<file path="config.mk">
export PLATFORM = sky130hd
export DESIGN_NAME = bank_addr_map
export DESIGN_NICKNAME = d
export VERILOG_FILES = /design/src/rtl/bank_map_pkg.sv /design/src/rtl/bank_sel_reg.sv /design/src/rtl/ind_ptr.sv /design/src/rtl/addr_src.sv /design/src/rtl/region_map.sv /design/src/rtl/bank_addr_map.sv
export SDC_FILE = /design/constraint.sdc
export NUM_CORES = 1
export LEC_CHECK = 0
export BUFFER_PORTS_ARGS = -buffer_cell sky130_fd_sc_hd__buf_4
export CAP_MARGIN = 25
export CORE_MARGIN = 2
export CORE_UTILIZATION = 59
export DETAILED_ROUTE_END_ITERATION = 16
export PLACE_DENSITY = 0.89
export SLEW_MARGIN = 25
export SYNTH_ARGS = -nofsm -noshare
export SYNTH_HDL_FRONTEND = slang
export SYNTH_SLANG_ARGS = --single-unit
</file>
<file path="constraint.sdc">
create_clock -name clk_i -period 10.65 [get_ports clk_i]
set_input_delay 0.5325 -clock clk_i [delete_from_list [all_inputs] [get_ports clk_i]]
set_output_delay 0.5325 -clock clk_i [all_outputs]
set_load 0.01 [all_outputs]
</file>
<file path="src/rtl/bank_map_pkg.sv">
package bank_map_pkg;
  localparam int OFF_W   = 7;
  localparam int BANK_SZ = 1 << OFF_W;
  localparam int CORE_N  = 12;
  localparam int GPR_LO  = 'h20;
  localparam int COM_LO  = 'h70;
  localparam int PER_N   = GPR_LO - CORE_N;
  localparam int COM_N   = BANK_SZ - COM_LO;

  typedef enum logic [2:0] {
    RG_CORE   = 3'd0,
    RG_PERIPH = 3'd1,
    RG_BANKED = 3'd2,
    RG_COMMON = 3'd3,
    RG_NONE   = 3'd4
  } region_e;
endpackage

</file>
<file path="src/rtl/bank_sel_reg.sv">
module bank_sel_reg #(
  parameter int BANK_W = 5,
  parameter int DATA_W = 8
) (
  input  logic              clk_i,
  input  logic              rst_ni,
  input  logic              we_i,
  input  logic [DATA_W-1:0] wdata_i,
  output logic [BANK_W-1:0] bank_o
);
  logic [BANK_W-1:0] bank_q;

  always_ff @(posedge clk_i or negedge rst_ni) begin
    if (!rst_ni)   bank_q <= '0;
    else if (we_i) bank_q <= wdata_i[BANK_W-1:0];
  end

  assign bank_o = bank_q;

  AST_BSEL_LOAD: assert property (@(posedge clk_i) disable iff (!rst_ni)
    we_i |=> bank_q == $past(wdata_i[BANK_W-1:0]));
  AST_BSEL_HOLD: assert property (@(posedge clk_i) disable iff (!rst_ni)
    !we_i |=> $stable(bank_q));
endmodule

</file>
<file path="src/rtl/ind_ptr.sv">
module ind_ptr #(
  parameter int PTR_W = 16
) (
  input  logic             clk_i,
  input  logic             rst_ni,
  input  logic             we_i,
  input  logic [PTR_W-1:0] wdata_i,
  input  logic             ind_i,
  input  logic             inc_i,
  output logic [PTR_W-1:0] ptr_o
);
  logic [PTR_W-1:0] ptr_q;

  always_ff @(posedge clk_i or negedge rst_ni) begin
    if (!rst_ni)             ptr_q <= '0;
    else if (we_i)           ptr_q <= wdata_i;
    else if (ind_i && inc_i) ptr_q <= ptr_q + 1'b1;
  end

  assign ptr_o = ptr_q;

  AST_PTR_STEP: assert property (@(posedge clk_i) disable iff (!rst_ni)
    (ind_i && inc_i && !we_i) |=> ptr_q == PTR_W'($past(ptr_q) + PTR_W'(1)));
  AST_PTR_HOLD: assert property (@(posedge clk_i) disable iff (!rst_ni)
    (!we_i && !(ind_i && inc_i)) |=> $stable(ptr_q));
  AST_PTR_LOAD: assert property (@(posedge clk_i) disable iff (!rst_ni)
    we_i |=> ptr_q == $past(wdata_i));
endmodule

</file>
<file path="src/rtl/addr_src.sv">
// Selects bank/offset from direct fields or from the pointer (flat or linear view).
module addr_src
  import bank_map_pkg::*;
#(
  parameter int NUM_BANKS = 32,
  parameter int GPR_N     = 80,
  parameter int PTR_W     = 16,
  parameter int LIN_BASE  = 'h2000,
  parameter int BANK_W    = 5
) (
  input  logic             ind_i,
  input  logic [BANK_W-1:0] bank_sel_i,
  input  logic [OFF_W-1:0] off_i,
  input  logic [PTR_W-1:0] ptr_i,
  output logic             hit_o,
  output logic [BANK_W-1:0] bank_o,
  output logic [OFF_W-1:0] off_o
);
  localparam int FLAT_SPAN = NUM_BANKS * BANK_SZ;
  localparam int LIN_SPAN  = NUM_BANKS * GPR_N;

  logic [PTR_W-1:0] lin, lin_q, lin_r;
  logic             in_flat, in_lin;

  always_comb begin
    lin     = ptr_i - PTR_W'(LIN_BASE);
    lin_q   = lin / PTR_W'(GPR_N);
    lin_r   = lin % PTR_W'(GPR_N);
    in_flat = ptr_i < PTR_W'(FLAT_SPAN);
    in_lin  = (ptr_i >= PTR_W'(LIN_BASE)) && (lin < PTR_W'(LIN_SPAN));
    hit_o   = 1'b1;
    bank_o  = bank_sel_i;
    off_o   = off_i;
    if (ind_i) begin
      if (in_flat) begin
        bank_o = ptr_i[OFF_W +: BANK_W];
        off_o  = ptr_i[OFF_W-1:0];
      end else if (in_lin) begin
        bank_o = lin_q[BANK_W-1:0];
        off_o  = lin_r[OFF_W-1:0] + OFF_W'(GPR_LO);
      end else begin
        hit_o  = 1'b0;
        bank_o = '0;
        off_o  = '0;
      end
    end
  end
endmodule

</file>
<file path="src/rtl/region_map.sv">
// Classifies an in-bank offset and forms the physical index.
module region_map
  import bank_map_pkg::*;
#(
  parameter int GPR_N  = 80,
  parameter int BANK_W = 5,
  parameter int IDX_W  = 12
) (
  input  logic              hit_i,
  input  logic [BANK_W-1:0] bank_i,
  input  logic [OFF_W-1:0]  off_i,
  output region_e           region_o,
  output logic [IDX_W-1:0]  idx_o
);
  logic [IDX_W-1:0] bank_x, off_x;

  always_comb begin
    bank_x = IDX_W'(bank_i);
    off_x  = IDX_W'(off_i);
    if (!hit_i) begin
      region_o = RG_NONE;
      idx_o    = '0;
    end else if (off_i < OFF_W'(CORE_N)) begin
      region_o = RG_CORE;
      idx_o    = off_x;
    end else if (off_i < OFF_W'(GPR_LO)) begin
      region_o = RG_PERIPH;
      idx_o    = bank_x * IDX_W'(PER_N) + off_x - IDX_W'(CORE_N);
    end else if (off_i < OFF_W'(COM_LO)) begin
      region_o = RG_BANKED;
      idx_o    = bank_x * IDX_W'(GPR_N) + off_x - IDX_W'(GPR_LO);
    end else begin
      region_o = RG_COMMON;
      idx_o    = off_x - IDX_W'(COM_LO);
    end
  end
endmodule

</file>
<file path="src/rtl/bank_addr_map.sv">
module bank_addr_map
  import bank_map_pkg::*;
#(
  parameter int NUM_BANKS = 32,
  parameter int GPR_N     = 80,
  parameter int PTR_W     = 16,
  parameter int DATA_W    = 8,
  parameter int LIN_BASE  = 'h2000,
  localparam int BANK_W   = $clog2(NUM_BANKS),
  localparam int IDX_W    = $clog2(NUM_BANKS * GPR_N)
) (
  input  logic              clk_i,
  input  logic              rst_ni,
  input  logic              bsel_we_i,
  input  logic [DATA_W-1:0] bsel_wdata_i,
  input  logic              ptr_we_i,
  input  logic [PTR_W-1:0]  ptr_wdata_i,
  input  logic              ind_i,
  input  logic [OFF_W-1:0]  off_i,
  input  logic              post_inc_i,
  output logic [2:0]        region_o,
  output logic [IDX_W-1:0]  idx_o,
  output logic [BANK_W-1:0] bank_o,
  output logic [BANK_W-1:0] bank_sel_o,
  output logic [PTR_W-1:0]  ptr_o
);
  localparam int LIN_SPAN = NUM_BANKS * GPR_N;

  logic [BANK_W-1:0] bank_sel, src_bank;
  logic [PTR_W-1:0]  ptr;
  logic [OFF_W-1:0]  src_off;
  logic              src_hit;
  region_e           region;

  bank_sel_reg #(.BANK_W(BANK_W), .DATA_W(DATA_W)) u_bsel (
    .clk_i, .rst_ni, .we_i(bsel_we_i), .wdata_i(bsel_wdata_i), .bank_o(bank_sel));

  ind_ptr #(.PTR_W(PTR_W)) u_ptr (
    .clk_i, .rst_ni, .we_i(ptr_we_i), .wdata_i(ptr_wdata_i),
    .ind_i, .inc_i(post_inc_i), .ptr_o(ptr));

  addr_src #(.NUM_BANKS(NUM_BANKS), .GPR_N(GPR_N), .PTR_W(PTR_W),
             .LIN_BASE(LIN_BASE), .BANK_W(BANK_W)) u_src (
    .ind_i, .bank_sel_i(bank_sel), .off_i, .ptr_i(ptr),
    .hit_o(src_hit), .bank_o(src_bank), .off_o(src_off));

  region_map #(.GPR_N(GPR_N), .BANK_W(BANK_W), .IDX_W(IDX_W)) u_map (
    .hit_i(src_hit), .bank_i(src_bank), .off_i(src_off),
    .region_o(region), .idx_o(idx_o));

  assign region_o   = region;
  assign bank_o     = src_bank;
  assign bank_sel_o = bank_sel;
  assign ptr_o      = ptr;

  AST_CORE_MIRROR: assert property (@(posedge clk_i) disable iff (!rst_ni)
    (!ind_i && off_i < OFF_W'(CORE_N)) |-> (region == RG_CORE && idx_o == IDX_W'(off_i)));
  AST_COMMON_MIRROR: assert property (@(posedge clk_i) disable iff (!rst_ni)
    (!ind_i && off_i >= OFF_W'(COM_LO)) |-> (region == RG_COMMON && idx_o == IDX_W'(off_i - OFF_W'(COM_LO))));
  AST_BANKED_RANGE: assert property (@(posedge clk_i) disable iff (!rst_ni)
    region == RG_BANKED |-> idx_o < IDX_W'(LIN_SPAN));
  AST_LIN_IDX: assert property (@(posedge clk_i) disable iff (!rst_ni)
    (ind_i && ptr >= PTR_W'(LIN_BASE) && ptr < PTR_W'(LIN_BASE + LIN_SPAN))
      |-> (region == RG_BANKED && PTR_W'(idx_o) == ptr - PTR_W'(LIN_BASE)));
  AST_NONE_ZERO: assert property (@(posedge clk_i) disable iff (!rst_ni)
    region == RG_NONE |-> (idx_o == '0 && src_bank == '0));
endmodule

</file>
## Yosys cells after proc, flatten, opt, wreduce, memory -nomap -nowiden

Cells that the tools add are included.

- Add/sub/neg operators: 8
- Multiply operators: 2
- Divide/modulo/power cells: 2
- Magnitude comparators: 6
- Eq/ne operators: 0
- Shift-type cells: 0
- Muxes and demuxes: 19
- Bitwise operators: 0
- Reduce and logical (&&, ||, !) cells: 3

Operator list:

| operator | count |
|---|---|
| $mux W12 | 4 |
| $mux W16 | 2 |
| $mux W7 | 3 |
| $add A16 B1 Y16 const B | 1 |
| $div A16 B7 Y16 const B | 1 |
| $ge A16 B14 Y1 const B | 1 |
| $lt A16 B12 Y1 const B | 1 |
| $lt A16 B13 Y1 const B | 1 |
| $mod A16 B7 Y16 const B | 1 |
| $mul A5 B3 Y8 const B | 2 |
| $sub A16 B14 Y16 const B | 1 |
| $mux W5 | 3 |
| $add A12 B7 Y12 | 1 |
| $sub A12 B4 Y12 const B | 1 |
| $sub A12 B6 Y12 const B | 1 |
| $add A10 B7 Y11 | 1 |
| $mux W3 | 3 |
| $sub A7 B7 Y8 const B | 1 |
| $add A7 B6 Y7 const B | 1 |
| $lt A7 B4 Y1 const B | 1 |
| $lt A7 B6 Y1 const B | 1 |
| $lt A7 B7 Y1 const B | 1 |
| $mux W1 | 4 |
| $logic_and A1 B1 Y1 | 2 |
| $reduce_bool A2 Y1 | 1 |

- Register bits: 21
- Bits in latches: 0
- Bits in writable memories: 0
- Memory bits (read-only): 0
- Output and inout port bits: 41
- Memories kept: 0

## Logic depth before layout (Yosys ltp)

- Depth in word-level cells: 13
- Mapped depth: 41
- Depth with buffers taken out: 36

## By module

From an unflattened synthesis, not the netlist that was laid out.

- Cell total of the unflattened synthesis: 621
- Area, all modules: 4,680.7 µm²

Modules (own cells, without submodules):

| module | times used | cells each | area an instance (µm²) |
|---|---|---|---|
| addr_src | 1 | 357 | 2,397.3 |
| region_map | 1 | 153 | 1,132.3 |
| ind_ptr | 1 | 101 | 969.7 |
| bank_sel_reg | 1 | 10 | 181.4 |

## Worst setup path after synthesis

Ideal clock, no wire load.

- Path type: flip-flop to output port
- From: register u_ptr.ptr_q[13] (netlist: u_ptr.ptr_o[13])
- To: output idx_o[9]
- Data arrival time: 8.342 ns
- Setup slack: 1.775 ns
- Stages on the path, launching flop included: 36
- Buffers on the path: 3
- Cells stage by stage: dfrtp_1 > buf_2 > inv_1 > ha_1 > xnor2_1 > a2111o_1 > and3_1 > buf_6 > a2111oi_4 > a211oi_1 > a32o_2 > o31ai_2 > mux2_4 > o21bai_4 > o32a_1 > and3_1 > and3_4 > buf_6 > o21a_1 > a221o_1 > and4bb_4 > nand2_1 > a22oi_1 > a21oi_1 > ha_1 > ha_1 > inv_1 > fa_1 > inv_1 > ha_1 > xor2_1 > or2_2 > nor4_1 > xor2_1 > mux2_1 > nor3b_2

- Cells in the longest elaborated chain, start to end: 13
- Elaborated cells on any way between the ends: 31
- Those cells by class: add/sub (7); mul (2); div (2); order compare (6); mux (13); reduce/logical (1)

RTL lines:

| what | RTL line | source |
|---|---|---|
| start, declared | ind_ptr.sv:12 | `logic [PTR_W-1:0] ptr_q;` |
| start signal, assigned | ind_ptr.sv:16 | `else if (we_i) ptr_q <= wdata_i;` |
| start signal, assigned | ind_ptr.sv:17 | `else if (ind_i && inc_i) ptr_q <= ptr_q + 1'b1;` |
| branches (longest 4 deep; another with $sub A16 B14 Y16) | n/a |  |
| $mux W5 (*) | addr_src.sv:35 | `if (in_flat) begin` |
| $mux W5 (*) | addr_src.sv:34 | `if (ind_i) begin` |
| named net bank_o[0] | bank_addr_map.sv:23 | `output logic [BANK_W-1:0] bank_o,` |
| $mul A5 B3 Y8 | region_map.sv:28, region_map.sv:31 |  |
| $add A12 B7 Y12 | region_map.sv:31 | `idx_o = bank_x * IDX_W'(GPR_N) + off_x - IDX_W'(GPR_LO);` |
| $sub A12 B6 Y12 | region_map.sv:31 |  |
| $mux W12 | region_map.sv:29 | `end else if (off_i < OFF_W'(COM_LO)) begin` |
| $mux W12 (*) | region_map.sv:26 | `end else if (off_i < OFF_W'(GPR_LO)) begin` |
| $mux W12 (*) | region_map.sv:23 | `end else if (off_i < OFF_W'(CORE_N)) begin` |
| $mux W12 (*) | region_map.sv:20 | `if (!hit_i) begin` |
| end, declared | bank_addr_map.sv:22 | `output logic [IDX_W-1:0] idx_o,` |

Mark *: on every way through the listed nets, which the timed path passes.

## Worst setup path after layout

- From: register u_ptr.ptr_q[14] (netlist: u_ptr.ptr_o[14])
- To: output idx_o[9]

- Cells in the longest elaborated chain, start to end: 13
- Elaborated cells on any way between the ends: 31
- Those cells by class: add/sub (7); mul (2); div (2); order compare (6); mux (13); reduce/logical (1)

RTL lines:

| what | RTL line |
|---|---|
| branches (longest 12 deep; another with $sub A16 B14 Y16) | n/a |
| $mux W12 (*) | region_map.sv:20 |

Mark *: on every way between the ends.

==> run summary <==
• 10,120 ps — data required time of the critical path
• 21 — clock net sink count
• 2 — maximum root-to-sink buffer count
• 7.57 sq um — Post-Synthesis Mean Instance Area
• 0.237 — Simple-Gate Fraction of Synth Area
• 600 ps — Max stage delay on crit path
• 0.117 — register area share after synthesis
• sky130_fd_sc_hd__dfrtp_1 12%, sky130_fd_sc_hd__ha_1 8.3%, sky130_fd_sc_hd__xnor2_1 6.2% — cell types with the largest area share after synthesis
• 21 — flops & latches, synth
• 22.2 mm — global-route wire length before repair
• 74 — count of input and output buffers
• 0.931 — gp weighted congestion
• sky130_fd_sc_hd__dfrtp_1 — cell taking the most area after synthesis
• 5040 sq um — DP Area
• compound AO/OA/AOI/OAI gates — category of cells accounting for the largest share of critical-path delay
• 5090 sq um — final instance area
• 8080 ps — slack of the worst reg-to-reg path
• in -> async — Hold WC Path Type
• 0 — buffers inserted by post-CTS timing repair
• sky130_fd_sc_hd__buf_4 — most common cell after layout, fill and taps aside
• 0 — number of inserted diodes
• 1.00 — Async S/R FF share, synth
• 260 ps — clock insertion delay at the later pin of the skew report
• reg -> out — category of the most critical setup path
• 99 — number of distinct library cell variants in the gate-level netlist after synthesis
• 452 — DR iter-0 viols
• 0 — final number of hold-violating endpoints
• 4500 sq um — post-synthesis instance area
• sky130_fd_sc_hd__dfrtp_1 — predominant post-synthesis flop cell
• 78 — number of top-level pins
• 0.520 — normalized max-slew margin
• 33 — maximum number of pins on one net before global-route repair
• 4,647 — number of global-route vias before repair
• 1.08 mW — total power after layout
• sky130_fd_sc_hd__ha_1 — slowest stage cell on the critical path
• 0.000124 V — maximum resistive drop on vdd
• u_ptr.ptr_o[11] — Reg-to-Reg Start
• 0 — number of flops mapped to enable cells by yosys
• 0 — post-cts resize count
• 0 — grt total ovfl
• 0.714 ps — Final Skew
• 0 — antenna violations before repair
• 5 — total iterations of the first detailed-routing run
• primary output — kind of capture point of the worst setup path
• 79 x sky130_fd_sc_hd__buf_4, 54 x sky130_fd_sc_hd__nand2_1, 53 x sky130_fd_sc_hd__nor2_1, 40 x sky130_fd_sc_hd__inv_1, 32 x sky130_fd_sc_hd__xnor2_1 — commonest non-fill, non-tap cells in the layout
• 0 — synth warn
• 720 ps — slew at the pin closest to its max-slew limit
• 0.117 — share of Yosys cell area claimed by the top area cell type
• 0.925 — Final Cycle Share
• 0.613 — starting density of the core
• 0.101 GHz — highest clock frequency the design can meet
• 0 — DRC violations left
• 31 — row cnt
• 17.9 um — WL per Instance
• 526 sq um — Register Area
• 664 — Post-Synthesis Net Count
• 8330 sq um — full die area
• 6.65 — via/cell ratio
• complete, no violations — outcome
• 9850 ps — shortest period the worst path allows
• 0 — max-slew violation total from the final report
• sky130_fd_sc_hd__clkbuf_8 — cell at the root of the clock tree
• 5 — worst path buffer plus inverter count
• 10.3 mm — detailed-placement wirelength estimate
• 714 — net count reported at finish
• 4,934 — routed via count
• 0 — remaining antenna violation count
• 594 — number of instances in the synthesized netlist
• 0.317 — global routing usage summed across all routing layers
• 80 ps — clock transition at the registers of the reported paths
• 0.201 — proportion of layout cells with a drive suffix above 1
• 0.694 — core utilization of the finished layout
• 13 — crit-path max FO
• 0 — maximum capacitance violations
• compound AO/OA/AOI/OAI gates — dominant combinational cell family by area after synthesis
• done — TritonCTS clock tree
• 213 nW/um^2 — power density of the placed cells
• 13.2% — layout overhead on the synthesized area
• 2.20 nW — Leakage Power
• 7330 sq um — Core Region
• 7 — number of cells on the worst reg-to-reg path
• false — setup repair after global routing missed its margin
• 3 — number of CTS-inserted buffers
• flop — Startpoint Class
• 0 ps — Final TNS setup
• 91.3 um — Die X
• 590 — Fill cells
• 3640 sq um — combined area of the multi-input logic cells
• 9320 ps — Critical Path AT
• 0.337 — Synth Area in Compound Gates
• 13.3 mm — Routed Wire Length
• 143 ps — final worst hold slack
• 0.0994 — share of synthesized cell area in full adder, half adder and majority cells
• 1 — H-tree levels
• 0 — Post-CTS Hold Buffers
• u_ptr.ptr_o[15] — terminus of the critical flop-to-flop path
• 0.0504 — multiplexer area fraction after synthesis
• 0.0854 — xor/xnor cell area share of the yosys netlist
• 0 — total setup violations reported at the end of the flow
• 91.3 um — Die Y
[cell usage after synthesis, types with 3 or more instances]
cell type,number
sky130_fd_sc_hd__nand2_1,54
sky130_fd_sc_hd__nor2_1,53
sky130_fd_sc_hd__inv_1,40
sky130_fd_sc_hd__xnor2_1,32
sky130_fd_sc_hd__ha_1,30
sky130_fd_sc_hd__o21ai_0,30
sky130_fd_sc_hd__a21oi_1,24
sky130_fd_sc_hd__dfrtp_1,21
sky130_fd_sc_hd__nand3_1,21
sky130_fd_sc_hd__clkbuf_1,17
sky130_fd_sc_hd__nor3_1,15
sky130_fd_sc_hd__a21o_1,12
sky130_fd_sc_hd__o211ai_1,12
sky130_fd_sc_hd__buf_2,11
sky130_fd_sc_hd__mux2i_1,11
sky130_fd_sc_hd__and3_1,10
sky130_fd_sc_hd__o21a_1,10
sky130_fd_sc_hd__xor2_1,10
sky130_fd_sc_hd__nand4_1,9
sky130_fd_sc_hd__nor4_1,9
sky130_fd_sc_hd__mux2_2,8
sky130_fd_sc_hd__a211oi_1,7
sky130_fd_sc_hd__a31oi_1,7
sky130_fd_sc_hd__o21ai_1,7
sky130_fd_sc_hd__and2_1,6
sky130_fd_sc_hd__o2bb2ai_1,6
sky130_fd_sc_hd__nor2b_1,5
sky130_fd_sc_hd__o2111ai_1,5
sky130_fd_sc_hd__a221o_1,4
sky130_fd_sc_hd__buf_6,4
sky130_fd_sc_hd__nand2b_1,4
sky130_fd_sc_hd__o21bai_1,4
sky130_fd_sc_hd__a2111o_1,3
sky130_fd_sc_hd__a22oi_1,3
sky130_fd_sc_hd__fa_1,3
sky130_fd_sc_hd__nand3b_1,3
sky130_fd_sc_hd__o31a_1,3
sky130_fd_sc_hd__o32ai_1,3
sky130_fd_sc_hd__or3_1,3
[worst register-to-register path, stage by stage, from the launching register on]
cell	delay, ps
sky130_fd_sc_hd__dfrtp_1	790
sky130_fd_sc_hd__clkinv_1	520
sky130_fd_sc_hd__nor2_1	410
sky130_fd_sc_hd__nand2_1	100
sky130_fd_sc_hd__nor2_1	230
sky130_fd_sc_hd__nand2_1	110
sky130_fd_sc_hd__xor2_1	190
sky130_fd_sc_hd__o21ai_0	100
[state kept, by name (all words and copies together) (netlist names)]
signal	count
u_bsel.bank_o	5
u_ptr.ptr_o	16
[report_power, final]
| group | internal, mW | switching (mW) | total [mW] |
|---|---|---|---|
| logic | 0.396 | 0.523 | 0.919 |
| clock network | 0.0261 | 0.0267 | 0.0527 |
| registers | 0.0870 | 0.0239 | 0.111 |
| total | 0.509 | 0.574 | 1.08 |
[worst max path at each step]
| stage | startpoint | end | slack (ps) | depth (start not counted) |
|---|---|---|---|---|
| 6_report | u_ptr.ptr_o[14] | idx_o[9] | 800 | 32 |
| 5_1_grt | u_ptr.ptr_o[14] | idx_o[9] | 220 | 34 |
| 4_1_cts | u_ptr.ptr_o[14] | idx_o[9] | 910 | 34 |
| 3_5_place_dp | u_ptr.ptr_o[14] | idx_o[9] | 1240 | 34 |
| 3_3_place_gp | u_ptr.ptr_o[14] | idx_o[9] | 1450 | 32 |
| 2_1_floorplan | u_ptr.ptr_o[13] | idx_o[9] | 1780 | 35 |
[metrics by stage]
step,cells,worst slack (ps)
after floorplan,594,1780
after global placement,738,1450
after detailed placement,738,1240
after CTS,742,914
after global routing,742,223
final,742,795
[cells by family after synthesis]
| logic type | Yosys count |
|---|---|
| simple gates | 210 |
| compound gates | 188 |
| buf+inv | 77 |
| xor+xnor | 43 |
| fa+ha+maj | 34 |
| mux | 21 |
| flops | 21 |
[layer usage]
| layer | GRT usage | share of wire |
|---|---|---|
| met1 | 0.423 | 0.42 |
| met2 | 0.542 | 0.48 |
| met3 | 0.0257 | 0.075 |
| met4 | 0.0985 | 0.028 |
| met5 | 0 | 0 |
[layout make-up]
class | count | share of cell area
Clock inverter | 1 | 0.000984
Multi-Input combinational cell | 496 | 0.715
Sequential cell | 21 | 0.103
Tap cell | 99 | 0.0243
Clock buffer | 3 | 0.00812
Inverter | 43 | 0.0317
Timing Repair Buffer | 79 | 0.117
Note: power is estimated with default switching activity, not from simulation.
